===== config.mk =====
export PLATFORM = sky130hd
export DESIGN_NAME = lsusb_tx
export DESIGN_NICKNAME = d
export VERILOG_FILES = /design/src/rtl/lsusb_tx_pkg.sv /design/src/rtl/lsusb_bit_timer.sv /design/src/rtl/lsusb_byte_feed.sv /design/src/rtl/lsusb_nrzi_stuff.sv /design/src/rtl/lsusb_tx.sv
export SDC_FILE = /design/constraint.sdc
export NUM_CORES = 1
export LEC_CHECK = 0
export ABC_AREA = 1
export CAP_MARGIN = 10
export CORE_MARGIN = 1.5
export CORE_UTILIZATION = 25
export DETAILED_ROUTE_END_ITERATION = 8
export GPL_TIMING_DRIVEN = 0
export PLACE_DENSITY = 0.38
export SYNTH_ARGS = -nofsm -noshare
export SYNTH_HDL_FRONTEND = slang
export SYNTH_SLANG_ARGS = --single-unit

===== constraint.sdc =====
create_clock -name clk -period 2.59 [get_ports clk]
set_input_delay 0.259 -clock clk [delete_from_list [all_inputs] [get_ports clk]]
set_output_delay 0.259 -clock clk [all_outputs]
set_load 0.05 [all_outputs]

===== src/rtl/lsusb_tx_pkg.sv =====
package lsusb_tx_pkg;

  // Transmit sequencer phases, in the order a packet passes through them.
  typedef enum logic [2:0] {
    TX_IDLE,   // bus released, lines low
    TX_ARM,    // idle levels set up, drivers still off
    TX_LEAD,   // drivers on, one bit of J ahead of the sync byte
    TX_DATA,   // coded bits and stuffed bits
    TX_SE0,    // two bit times of single-ended zero
    TX_EOPJ    // one bit time of J before release
  } tx_state_e;

  // Sync byte, shifted out least significant bit first.
  localparam logic [7:0] SYNC_PATTERN = 8'h80;

  typedef struct packed {
    logic oe;
    logic dp;
    logic dm;
  } line_drive_t;

endpackage


===== src/rtl/lsusb_bit_timer.sv =====
module lsusb_bit_timer #(
  parameter int CLKS_PER_BIT = 10
) (
  input  logic clk,
  input  logic rst_n,
  input  logic run,
  output logic bit_end
);

  localparam int TW = (CLKS_PER_BIT > 2) ? $clog2(CLKS_PER_BIT) : 1;
  localparam logic [TW-1:0] LAST = TW'(CLKS_PER_BIT - 1);
  localparam logic [TW-1:0] STEP = TW'(1);

  logic [TW-1:0] cnt_q, cnt_d;

  always_comb begin
    if (!run)              cnt_d = '0;
    else if (cnt_q == LAST) cnt_d = '0;
    else                   cnt_d = cnt_q + STEP;
  end

  always_ff @(posedge clk or negedge rst_n) begin
    if (!rst_n) cnt_q <= '0;
    else        cnt_q <= cnt_d;
  end

  assign bit_end = run && (cnt_q == LAST);

endmodule


===== src/rtl/lsusb_byte_feed.sv =====
module lsusb_byte_feed
  import lsusb_tx_pkg::*;
#(
  parameter int COUNT_W = 4
) (
  input  logic               clk,
  input  logic               rst_n,
  input  logic               load,
  input  logic [COUNT_W-1:0] load_count,
  input  logic               emit,
  input  logic [7:0]         byte_data,
  output logic               cur_bit,
  output logic               empty,
  output logic               byte_req
);

  localparam logic [COUNT_W-1:0] ONE = COUNT_W'(1);

  logic [7:0]         sh_q, sh_d;
  logic [2:0]         pos_q, pos_d;
  logic [COUNT_W-1:0] left_q, left_d;
  logic               empty_q, empty_d;
  logic               req_q, req_d;

  always_comb begin
    sh_d    = sh_q;
    pos_d   = pos_q;
    left_d  = left_q;
    empty_d = empty_q;
    req_d   = 1'b0;
    if (load) begin
      sh_d    = SYNC_PATTERN;
      pos_d   = '0;
      left_d  = load_count - ONE;
      empty_d = 1'b0;
    end else begin
      // The shifter is idle while the request is out: its last bit is on the line.
      if (req_q) sh_d = byte_data;
      if (emit) begin
        sh_d  = {1'b0, sh_q[7:1]};
        pos_d = pos_q + 3'd1;
        if (pos_q == 3'd7) begin
          if (left_q != '0) begin
            req_d  = 1'b1;
            left_d = left_q - ONE;
          end else begin
            empty_d = 1'b1;
          end
        end
      end
    end
  end

  always_ff @(posedge clk or negedge rst_n) begin
    if (!rst_n) begin
      sh_q    <= '0;
      pos_q   <= '0;
      left_q  <= '0;
      empty_q <= 1'b1;
      req_q   <= 1'b0;
    end else begin
      sh_q    <= sh_d;
      pos_q   <= pos_d;
      left_q  <= left_d;
      empty_q <= empty_d;
      req_q   <= req_d;
    end
  end

  assign cur_bit  = sh_q[0];
  assign empty    = empty_q;
  assign byte_req = req_q;

endmodule


===== src/rtl/lsusb_nrzi_stuff.sv =====
module lsusb_nrzi_stuff #(
  parameter int STUFF_LEN = 6
) (
  input  logic clk,
  input  logic rst_n,
  input  logic clear,
  input  logic stuff_slot,
  input  logic data_slot,
  input  logic data_bit,
  output logic level_k,
  output logic stuff_due
);

  localparam int RW = $clog2(STUFF_LEN + 1);
  localparam logic [RW-1:0] LIMIT = RW'(STUFF_LEN);
  localparam logic [RW-1:0] STEP  = RW'(1);

  logic [RW-1:0] run_q, run_d;
  logic          lvl_q, lvl_d;

  always_comb begin
    run_d = run_q;
    lvl_d = lvl_q;
    if (clear) begin
      run_d = '0;
      lvl_d = 1'b0;
    end else if (stuff_slot) begin
      run_d = '0;
      lvl_d = ~lvl_q;
    end else if (data_slot) begin
      if (data_bit) begin
        run_d = run_q + STEP;
      end else begin
        run_d = '0;
        lvl_d = ~lvl_q;
      end
    end
  end

  always_ff @(posedge clk or negedge rst_n) begin
    if (!rst_n) begin
      run_q <= '0;
      lvl_q <= 1'b0;
    end else begin
      run_q <= run_d;
      lvl_q <= lvl_d;
    end
  end

  assign level_k   = lvl_q;
  assign stuff_due = (run_q == LIMIT);

endmodule


===== src/rtl/lsusb_tx.sv =====
module lsusb_tx
  import lsusb_tx_pkg::*;
#(
  parameter int CLKS_PER_BIT = 10,
  parameter int MIN_BYTES    = 2,
  parameter int MAX_BYTES    = 12,
  parameter int COUNT_W      = 4,
  parameter int STUFF_LEN    = 6
) (
  input  logic               clk,
  input  logic               rst_n,
  input  logic               start,
  input  logic [COUNT_W-1:0] byte_count,
  input  logic [7:0]         byte_data,
  output logic               byte_req,
  output logic               usb_dp,
  output logic               usb_dm,
  output logic               usb_oe,
  output logic               done,
  output logic               addr_commit
);

  localparam logic [COUNT_W-1:0] CNT_LO = COUNT_W'(MIN_BYTES);
  localparam logic [COUNT_W-1:0] CNT_HI = COUNT_W'(MAX_BYTES);

  tx_state_e          state_q, state_d;
  logic               se0_second_q, se0_second_d;
  logic               long_q, long_d;
  logic               done_q, done_d;
  logic               commit_q, commit_d;
  logic [COUNT_W-1:0] eff_count;
  logic               accept, timer_run, bit_end;
  logic               in_stream, stuff_slot, data_slot, to_se0;
  logic               cur_bit, empty, level_k, stuff_due;
  line_drive_t        drive;

  // Out-of-range counts are pulled into the supported window.
  always_comb begin
    if (byte_count < CNT_LO)      eff_count = CNT_LO;
    else if (byte_count > CNT_HI) eff_count = CNT_HI;
    else                          eff_count = byte_count;
  end

  assign accept    = (state_q == TX_IDLE) && start;
  assign timer_run = (state_q != TX_IDLE) && (state_q != TX_ARM);
  assign in_stream = (state_q == TX_LEAD) || (state_q == TX_DATA);

  // A due stuffed bit always wins over both the next data bit and the end of packet.
  assign stuff_slot = in_stream && bit_end && stuff_due;
  assign data_slot  = in_stream && bit_end && !stuff_due && !empty;
  assign to_se0     = (state_q == TX_DATA) && bit_end && !stuff_due && empty;

  lsusb_bit_timer #(.CLKS_PER_BIT(CLKS_PER_BIT)) u_timer (
    .clk     (clk),
    .rst_n   (rst_n),
    .run     (timer_run),
    .bit_end (bit_end)
  );

  lsusb_byte_feed #(.COUNT_W(COUNT_W)) u_feed (
    .clk        (clk),
    .rst_n      (rst_n),
    .load       (accept),
    .load_count (eff_count),
    .emit       (data_slot),
    .byte_data  (byte_data),
    .cur_bit    (cur_bit),
    .empty      (empty),
    .byte_req   (byte_req)
  );

  lsusb_nrzi_stuff #(.STUFF_LEN(STUFF_LEN)) u_coder (
    .clk        (clk),
    .rst_n      (rst_n),
    .clear      (accept),
    .stuff_slot (stuff_slot),
    .data_slot  (data_slot),
    .data_bit   (cur_bit),
    .level_k    (level_k),
    .stuff_due  (stuff_due)
  );

  // Next-state logic.
  always_comb begin
    state_d      = state_q;
    se0_second_d = se0_second_q;
    long_d       = long_q;
    done_d       = 1'b0;
    commit_d     = 1'b0;
    unique case (state_q)
      TX_IDLE: begin
        if (accept) begin
          state_d = TX_ARM;
          long_d  = (eff_count > CNT_LO);
        end
      end
      TX_ARM:  state_d = TX_LEAD;
      TX_LEAD: if (bit_end) state_d = TX_DATA;
      TX_DATA: begin
        if (to_se0) begin
          state_d      = TX_SE0;
          se0_second_d = 1'b0;
        end
      end
      TX_SE0: begin
        if (bit_end) begin
          if (se0_second_q) state_d = TX_EOPJ;
          else              se0_second_d = 1'b1;
        end
      end
      TX_EOPJ: begin
        if (bit_end) begin
          state_d  = TX_IDLE;
          done_d   = 1'b1;
          commit_d = long_q;
        end
      end
      default: state_d = TX_IDLE;
    endcase
  end

  always_ff @(posedge clk or negedge rst_n) begin
    if (!rst_n) begin
      state_q      <= TX_IDLE;
      se0_second_q <= 1'b0;
      long_q       <= 1'b0;
      done_q       <= 1'b0;
      commit_q     <= 1'b0;
    end else begin
      state_q      <= state_d;
      se0_second_q <= se0_second_d;
      long_q       <= long_d;
      done_q       <= done_d;
      commit_q     <= commit_d;
    end
  end

  // Line decode from registered state only.
  always_comb begin
    drive = '{oe: 1'b0, dp: 1'b0, dm: 1'b0};
    unique case (state_q)
      TX_ARM:           drive = '{oe: 1'b0, dp: 1'b0, dm: 1'b1};
      TX_LEAD, TX_DATA: drive = '{oe: 1'b1, dp: level_k, dm: ~level_k};
      TX_SE0:           drive = '{oe: 1'b1, dp: 1'b0, dm: 1'b0};
      TX_EOPJ:          drive = '{oe: 1'b1, dp: 1'b0, dm: 1'b1};
      default:          drive = '{oe: 1'b0, dp: 1'b0, dm: 1'b0};
    endcase
  end

  assign usb_oe      = drive.oe;
  assign usb_dp      = drive.dp;
  assign usb_dm      = drive.dm;
  assign done        = done_q;
  assign addr_commit = commit_q;

endmodule


# Word-level counts from Yosys, hierarchy flattened
# Index checks and enable logic that the tools add are counted.
# totals
ff_bits	32
latchBits	0
ram_bits	0
mem_bits_ro	0
in_bits	15
output_inout_bits	6
wordCells	112
mem_count	0
# classes
addsub	5
multipliers	0
n_div	0
order_cmp	3
eq_ne	17
shift	0
n_mux	44
bitwise	1
reduce_logical	29
# ops
operator	n
two-way mux 3 bit	12
two-way mux 4 bit	8
two-way mux 8 bit	3
two-way mux 1 bit	18
one-hot mux 3 bit (6 select lines)	1
!= test 2 bit, second input constant	7
equality test 3 bit, second input constant	4
one-hot mux 3 bit (4 select lines)	1
logical AND 1 bit	10
AND reduction 3 bit	3
nonzero test 3 bit	3
nonzero test 2 bit	4
subtractor 4 x 1 -> 4 bit, second input constant	2
adder 3 x 1 -> 3 bit, second input constant	2
equality test 3 x 2 -> 1 bit, second input constant	2
AND reduction 6 bit	1
adder 4 x 1 -> 4 bit, second input constant	1
equality test 4 bit, second input constant	1
greater-than comparator 4 x 2 -> 1 bit, second input constant	1
greater-than comparator 4 bit, second input constant	1
less-than comparator 4 x 2 -> 1 bit, second input constant	1
AND reduction 2 bit	2
nonzero test 4 bit	1
equality test 3 x 1 -> 1 bit, second input constant	1
other kinds (8)	9

# Depth between registers and ports, before layout
# Gate-level depths: netlist of the first run.
# logic_depth
word_depth	9
ltp_mapped	11
mapped_depth_nobuf	11

# By module
# Synthesis of the first run repeated with hierarchy kept, for this count alone.
# hier_totals
cells_unflattened	231
hier_area_um2	1859.3
# modules_own_cells
module	instances	cells_each	area_each_um2	seq_area_each_um2
lsusb_byte_feed	1	105	908.4	426.7
lsusb_tx	1	77	520.5	175.2
lsusb_nrzi_stuff	1	27	229.0	100.1
lsusb_bit_timer	1	22	201.4	100.1

# Least setup slack after synthesis of the first run
# OpenSTA, ideal clock, no wires.
# synth_timing
path_type	reg2reg
startpoint	reg state_q[2]
endpoint	reg u_feed.left_q[3]
setup_time_ns	0.118
t_arrival_ns	1.515
required_time_ns	2.472
path_slack_ns	0.957
stages_incl_launch_ff	9
path_buffers	0
synth_period_minus_slack_ns	1.633
path_cell_list	dfrtp_1 > inv_2 > ha_1 > inv_1 > nor2_1 > nand3_2 > o21ai_1 > or2_0 > nand2_1
# synth_between
elab_chain_len	8
elab_cells_between_ends	17
cone_classes	eq/ne: 3; mux: 1; reduce/logical: 13
# synth_rtl
item	line_no	rtl
from (decl)	lsusb_tx.sv:26	tx_state_e state_q, state_d;
from (signal assigned)	lsusb_tx.sv:130	state_q <= state_d;
!= test 3 x 1 -> 1 bit or nonzero test 3 bit (tied branches)	lsusb_tx.sv:45	assign timer_run = (state_q != TX_IDLE) && (state_q != TX_ARM);
logical AND 1 bit	lsusb_tx.sv:45	
logical AND 1 bit	lsusb_bit_timer.sv:27	assign bit_end = run && (cnt_q == LAST);
logical AND 1 bit (3 in a row)	lsusb_tx.sv:50	assign data_slot = in_stream && bit_end && !stuff_due && !empty;
nonzero test 2 bit (no source line)	--	
AND reduction 3 bit (no source line)	--	
to (signal assigned)	lsusb_byte_feed.sv:64	left_q <= left_d;
to (decl)	lsusb_byte_feed.sv:21	logic [COUNT_W-1:0] left_q, left_d;
# Several ways; a longest one is shown, not always the timed one.
# A chain may end at the register's enable or synchronous reset.

# Worst setup path after layout of the first run
# layout_timing
startpoint	reg state_q[2]
endpoint	out usb_dp
# layout_between
elab_chain_len	3
elab_cells_between_ends	7
cone_classes	eq/ne: 5; mux: 1; reduce/logical: 1
# layout_rtl
item	line_no	rtl
equality test 3 x 2 -> 1 bit	lsusb_tx.sv:141	unique case (state_q)
OR reduction 2 bit	lsusb_tx.sv:141	
one-hot mux 3 bit (4 select lines) (*)	lsusb_tx.sv:141	
to (decl)	lsusb_tx.sv:16	output logic usb_dp,
# Every way passes the cells marked *; elsewhere a longest branch is shown, timed or not.

==> reports/summary.txt, run 1 <==
Initial Utilization: 25.77%
CTS tree: done
VDD IR max: 0.0005933 V
Fin. max-slew vios: 0
Core Box Area: 0.007214 mm^2
Post-layout minimum cycle time: 2.380 ns
Dominant cell type by area after synthesis: dfrtp_1
DR WL/cell: 11.14 um
Avg Cell Area, Syn: 7.845 um^2
Achievable clock frequency: 420.2 MHz
First-pass GRT wire length: 7.086 mm
Vias in the first global route: 1510
Vias: 1523
Post-CTS setup buffer count: 0
Leak pwr: 0.001126 uW
Wirelength, routed: 4.055 mm
RSZ-0062 raised after global routing: no
Final number of hold-violating endpoints: 0
Via density per instance: 4.184
Worst skew pair latency: 0.28 ns
Crit path DAT: 2.12 ns
Final setup fails: 0
Hpwl dp: 2.886 mm
Crit path cell chain: inv_2 -> ha_1 -> nand2_1 -> inv_1 -> clkdlybuf4s50_1
Syn Inst Count: 237
CTS max path bufs: 2
Final instance area: 0.002270 mm^2
CP max FO: 11
# IOs: 21
CTS root buffer: clkbuf_8
Die X: 89.24 um
Clock-pin transition on the worst setup and hold timing paths: 0.07 ns
Power Density: 926.4 mW/mm^2
Max-cap viol count: 0
Clk_skew: 0.002724 ns
Share of cells above drive strength 1: 11.32%
CTS Sinks: 32
DP Worst Slack: 0.2883 ns
Post-layout util: 31.46%
# port buffers: 20
Number of synthesized register bits: 32
PostCTS Resize Cnt: 1
Post-synthesis cell area: 0.001859 mm^2
Fillcell total: 809
Synth warn: 0
Row cnt: 31
Buf+Inv Stages, Crit Path: 3
CP max stage delay: 0.79 ns
GRT overflow: 0
Final cycle utilization of the critical path: 91.88%
Slew @ Worst Pin: 0.7697 ns
Cell at the slowest stage of the critical path: clkdlybuf4s50_1
Layout Nets: 289
CTS Hold Bufs: 0
Die H: 89.24 um
CP Launch Type: flip-flop
Cell Area, Placed: 0.002178 mm^2
Slew HR: 48.68%
Hold Crit Class: in -> async
Instance count on the critical path: 5
Total track usage: 11.78%
Area delta synth->final: 22.07%
Largest net degree at the start of global routing: 33
Detailed Routing Iterations Pass 1: 4
Crit path max-delay family: buffers and inverters
Die area: 0.007964 mm^2
Critical path endpoint category: output pin
Initial DRC Count: 48
Crit Path Class: reg -> out
Post-DRT Antenna Nets: 0
H-Tree Level Count: 2
Residual DRC count: 0
Synth top area cells: dfrtp_1, nand2_1, ha_1
Inserted Clock Buffers: 5
Min setup slack post-route: 0.2104 ns
CP required: 2.33 ns
Seq/Total Area, Yosys: 43.14%
# diodes: 0
Syn Nets: 262
Worst r2r path cells: 10
Post-synthesis cell type count: 27
Fin Setup TNS: 0 ns
RePlAce Congestion: 0.7919
Outcome: completed
Initial antenna violation count: 0
Area fraction of the dominant cell type after synthesis: 41.72%
## registers in the layout (all words and copies together) (netlist names)
signal	flops
u_timer.cnt_q	4
u_coder.level_k	1
state_q	3
u_feed.pos_q	3
long_q	1
u_feed.byte_req	1
u_feed.empty	1
u_coder.run_q	3
u_feed.sh_q	8
u_feed.left_q	4
done	1
addr_commit	1
se0_second_q	1
## cells in the mapped netlist
| master | number |
|---|---|
| nor2_1 | 12 |
| nand2_1 | 74 |
| o21ai_1 | 7 |
| xnor2_1 | 3 |
| a21oi_1 | 6 |
| or2_0 | 1 |
| dfstp_2 | 1 |
| o31ai_1 | 1 |
| nor3_1 | 3 |
| o21ai_0 | 9 |
| nand4_1 | 7 |
| buf_4 | 2 |
| nand3_2 | 3 |
| o21bai_1 | 1 |
| nor3_2 | 1 |
| dfrtp_1 | 31 |
| buf_6 | 3 |
| nor2_4 | 3 |
| ha_1 | 10 |
| nand2_2 | 2 |
| nand3b_1 | 2 |
| inv_1 | 32 |
| nor2_2 | 3 |
| o22ai_1 | 2 |
| nand3_1 | 15 |
| inv_2 | 1 |
| or2_2 | 2 |
## placed cells by master, fill, tap and decap left out, types with 3 or more instances in the layout
cell type	Yosys	final
nand2_1	74	74
inv_1	32	32
dfrtp_1	31	31
clkdlybuf4s50_1	0	18
nand3_1	15	15
nor2_1	12	12
ha_1	10	10
o21ai_0	9	9
nand4_1	7	7
o21ai_1	7	7
a21oi_1	6	6
clkbuf_8	0	6
nor2_4	3	3
nor2_2	3	3
nand3_2	3	3
buf_6	3	3
xnor2_1	3	3
nor3_1	3	3
## final timing paths
kind	startpoint	to	slack, ns
worst max-delay path	state_q[2]	usb_dp	0.21
worst min-delay path	rst_n	u_feed.left_q[0]	0.05
worst max register to register	state_q[2]	u_feed.sh_q[1]	0.58
worst min register to register	u_feed.pos_q[0]	u_feed.pos_q[0]	0.48
max in group asynchronous	rst_n	u_coder.run_q[1]	2.05
min in group clk	u_feed.pos_q[0]	u_feed.pos_q[0]	0.48
## per-stage QoR
stage	total power, uW	hold WS [ns]	instances
2_1_floorplan	1484	-0.03659	237
3_3_place_gp	1744	0.4649	356
3_5_place_dp	1738	0.3905	356
4_1_cts	2155	0.08249	364
5_1_grt	2316	0.1260	364
6_report	2103	0.04934	364
## layer usage
layer,vias up,part of all wire [%],GRT usage (%)
li1,802,-,-
met4,0,1.6,4.615
met2,20,45,18.73
met1,695,50,15.50
met3,6,3.3,2.770
met5,-,0,0
## where the power goes
group          leakage, uW  total, uW  switching [uW]  internal [uW]
Combinational     0.000662        937             594            343
Clock            0.0000510        406             194            212
Sequential        0.000413        760             105            655
## logic make-up (layout without fill, tap and decap cells)
family	after synthesis	count (layout)	share of synthesized area (%)
flip-flops	32	32	43.14
XOR/XNOR	3	3	1.413
AO/OA/AOI/OAI	26	26	7.402
adder cells (fa/ha/maj)	10	10	6.729
AND/OR/NAND/NOR	128	128	32.03
buffers and inverters	38	66	9.286
## layout make-up
type,count,area (um^2),share of cell area (%)
Timing Repair Buffer,20,193.9,8.545
Sequential cell,32,802.0,35.34
Clock inverter,2,10.01,0.4410
Tap cell,99,123.9,5.458
Clock buffer,6,82.58,3.638
Multi-Input combinational cell,167,884.6,38.97
Inverter,33,123.9,5.458
Buffer,5,48.80,2.150
No activity file was read; power rests on OpenSTA's default activity.
==> run 2: changes to the inputs <==
--- a/config.mk
+++ b/config.mk
@@ -11,7 +11,7 @@
 export CORE_UTILIZATION = 25
 export DETAILED_ROUTE_END_ITERATION = 8
 export GPL_TIMING_DRIVEN = 0
-export PLACE_DENSITY = 0.38
+export PLACE_DENSITY = 0.39
 export SYNTH_ARGS = -nofsm -noshare
 export SYNTH_HDL_FRONTEND = slang
 export SYNTH_SLANG_ARGS = --single-unit
==> constraint.sdc (replaced) <==
create_clock -name clk -period 1.9 [get_ports clk]
set_input_delay 0.19 -clock clk [delete_from_list [all_inputs] [get_ports clk]]
set_output_delay 0.19 -clock clk [all_outputs]
set_load 0.05 [all_outputs]
==> run 2 against run 1 <==
The run now ends with hold timing left. First-iteration DRC count up 23%. Clock skew grew 0.0015 ns. Total power increased by 42%. Sequential cell count unchanged. Worst setup slack worse by 0.045 ns. Register-to-register slack got worse by 0.41 ns. Wire length down 1.5%. Hold slack worse by 0.082 ns. Highest routed layer unchanged.
==> reports/summary.txt, run 2 (same netlist as run 1, synthesis figures left out) <==
Post-DRT Antenna Nets: 0
Crit Path Class: reg -> out
Top flop regs: u_feed.sh_q: 8 flops, u_feed.left_q: 4 flops, u_timer.cnt_q: 4 flops
Failing checks: hold timing
Max FFs per register: 8
Fin. max-slew vios: 0
NetSw: 1243 uW
Die X: 89.24 um
Vias in the first global route: 1530
Initial DRC Count: 59
Min setup slack post-route: 0.1653 ns
CTS Sinks: 32
CTS tree: done
Vias: 1545
Power Density: 1250 mW/mm^2
Detailed Routing Iterations Pass 1: 4
Terminus of the critical flop-to-flop path: u_feed.sh_q[2]
Outcome: complete, but fails checks
Critical path endpoint category: output pin
CTS max path bufs: 2
Cell Area, Placed: 0.002178 mm^2
Largest net degree at the start of global routing: 33
Initial antenna violation count: 0
Initial Utilization: 25.77%
Final instance area: 0.002386 mm^2
Worst r2r path cells: 10
Slew HR: 49.47%
Final cycle utilization of the critical path: 91.30%
Leak pwr: 0.001165 uW
CP max FO: 8
Die H: 89.24 um
# port buffers: 20
First-pass GRT wire length: 7.086 mm
Sequential Power Share: 34.7%
CTS root buffer: clkbuf_8
CP Launch Type: flip-flop
# diodes: 0
Worst skew pair latency: 0.28 ns
Clock-pin transition on the worst setup and hold timing paths: 0.06 ns
Share of cells above drive strength 1: 16.30%
Slew @ Worst Pin: 0.7579 ns
Largest reg by FF count: u_feed.sh_q
Row cnt: 31
Clk pwr share: 18.2%
GRT overflow: 0
VDD IR max: 0.0007181 V
DR WL/cell: 10.82 um
Switching share of power: 41.68%
H-Tree Level Count: 2
Int Power: 1739 uW
Residual DRC count: 0
Inserted Clock Buffers: 5
CTS Hold Bufs: 0
RePlAce Congestion: 0.7629
Hold Crit Class: in -> async
Post-layout minimum cycle time: 1.735 ns
Comb pwr share: 47.1%
Final setup fails: 0
# IOs: 21
Via density per instance: 4.187
Hpwl dp: 2.847 mm
Die area: 0.007964 mm^2
Area delta synth->final: 28.33%
DP Worst Slack: -0.3387 ns
Core Box Area: 0.007214 mm^2
R2r setup slk: 0.17 ns
Fillcell total: 803
Final hold slack: -0.03239 ns
Most frequent cells in the layout: nand2_1, inv_1, dfrtp_1
Crit path DAT: 1.54 ns
Layout Nets: 294
CP required: 1.71 ns
Final number of hold-violating endpoints: 31
Clk_skew: 0.004222 ns
RSZ-0062 raised after global routing: no
Total track usage: 11.74%
Most common cell after layout, fill and taps aside: nand2_1
Wirelength, routed: 3.994 mm
Max-cap viol count: 0
RR Startpoint: state_q[1]
Achievable clock frequency: 576.5 MHz
## run 2: cell count changes in the layout (fill, tap and decap cells not counted), moves of 2 or more
cell and change:
buf_4 +4, clkdlybuf4s15_2 +2, clkdlybuf4s50_1 -2, ha_1 -2
## run 2: through the flow
stage | TNS [ns] | total power, uW | instances | utilization [%] | hold slack (ns)
final | 0 | 2982 | 369 | 33.07 | -0.03239
after global routing | 0 | 3304 | 369 | 33.07 | 0.05061
after CTS | 0 | 2936 | 364 | 31.72 | 0.01267
after detailed placement | -1.409 | 2356 | 356 | 30.19 | 0.3252
after global placement | -8.776 | 2368 | 356 | 30.26 | 0.4636
after floorplan | 0 | 2024 | 237 | - | -0.1056
## run 2: power groups by stage
stage / logic, uW / registers, uW / clock network [uW]
final: 1410 / 1030 / 544
after global routing: 1630 / 1070 / 608
after CTS: 1320 / 1040 / 577
after detailed placement: 1310 / 1050 / 0
after global placement: 1320 / 1050 / 0
after floorplan: 1010 / 1010 / 0
## run 2: area by class of cell
| class | count | area [um^2] | area share [%] |
|---|---|---|---|
| buffer | 5 | 56.30 | 2.360 |
| clock buffer | 6 | 82.58 | 3.461 |
| clock inverter | 2 | 10.01 | 0.4195 |
| inverter | 33 | 128.9 | 5.401 |
| multi-input combinational | 167 | 935.9 | 39.22 |
| sequential | 32 | 803.3 | 33.67 |
| tap | 99 | 123.9 | 5.191 |
| timing repair buffer | 25 | 245.2 | 10.28 |
## run 2: worst max path at each step
| stage | start | to | slack, ns | cells past startpoint |
|---|---|---|---|---|
| 3_5_place_dp | state_q[2] | usb_dm | -0.34 | 7 |
| 6_report | state_q[1] | usb_dm | 0.17 | 6 |
| 2_1_floorplan | state_q[2] | u_feed.left_q[3] | 0.27 | 8 |
| 5_1_grt | state_q[1] | u_feed.sh_q[4] | 0.01 | 10 |
| 4_1_cts | state_q[1] | u_feed.sh_q[2] | 0.01 | 10 |
| 3_3_place_gp | state_q[2] | usb_dm | -0.34 | 7 |
## run 2: metal layers
| metal | vias to the layer above | track usage (%) | routed length [um] |
|---|---|---|---|
| li1 | 815 | - | - |
| met4 | 0 | 4.615 | 65 |
| met2 | 16 | 18.11 | 1745 |
| met5 | - | 0 | 0 |
| met3 | 6 | 3.232 | 133 |
| met1 | 708 | 15.61 | 2050 |
## run 2: worst max-delay path, cell delays in order (launching register included)
cell and delay [ns]:
dfrtp_1 0.36, buf_6 0.13, inv_1 0.08, ha_1 0.20
o31ai_1 0.23, inv_1 0.07, buf_4 0.19
## run 2: timing repair
item                                    4_1_cts  5_1_grt
hold endpoints to repair                      0        0
endpoints found under the setup margin       13       20
resized for setup                            17       11
pin swaps                                     0        4
buffers inserted                              0        5
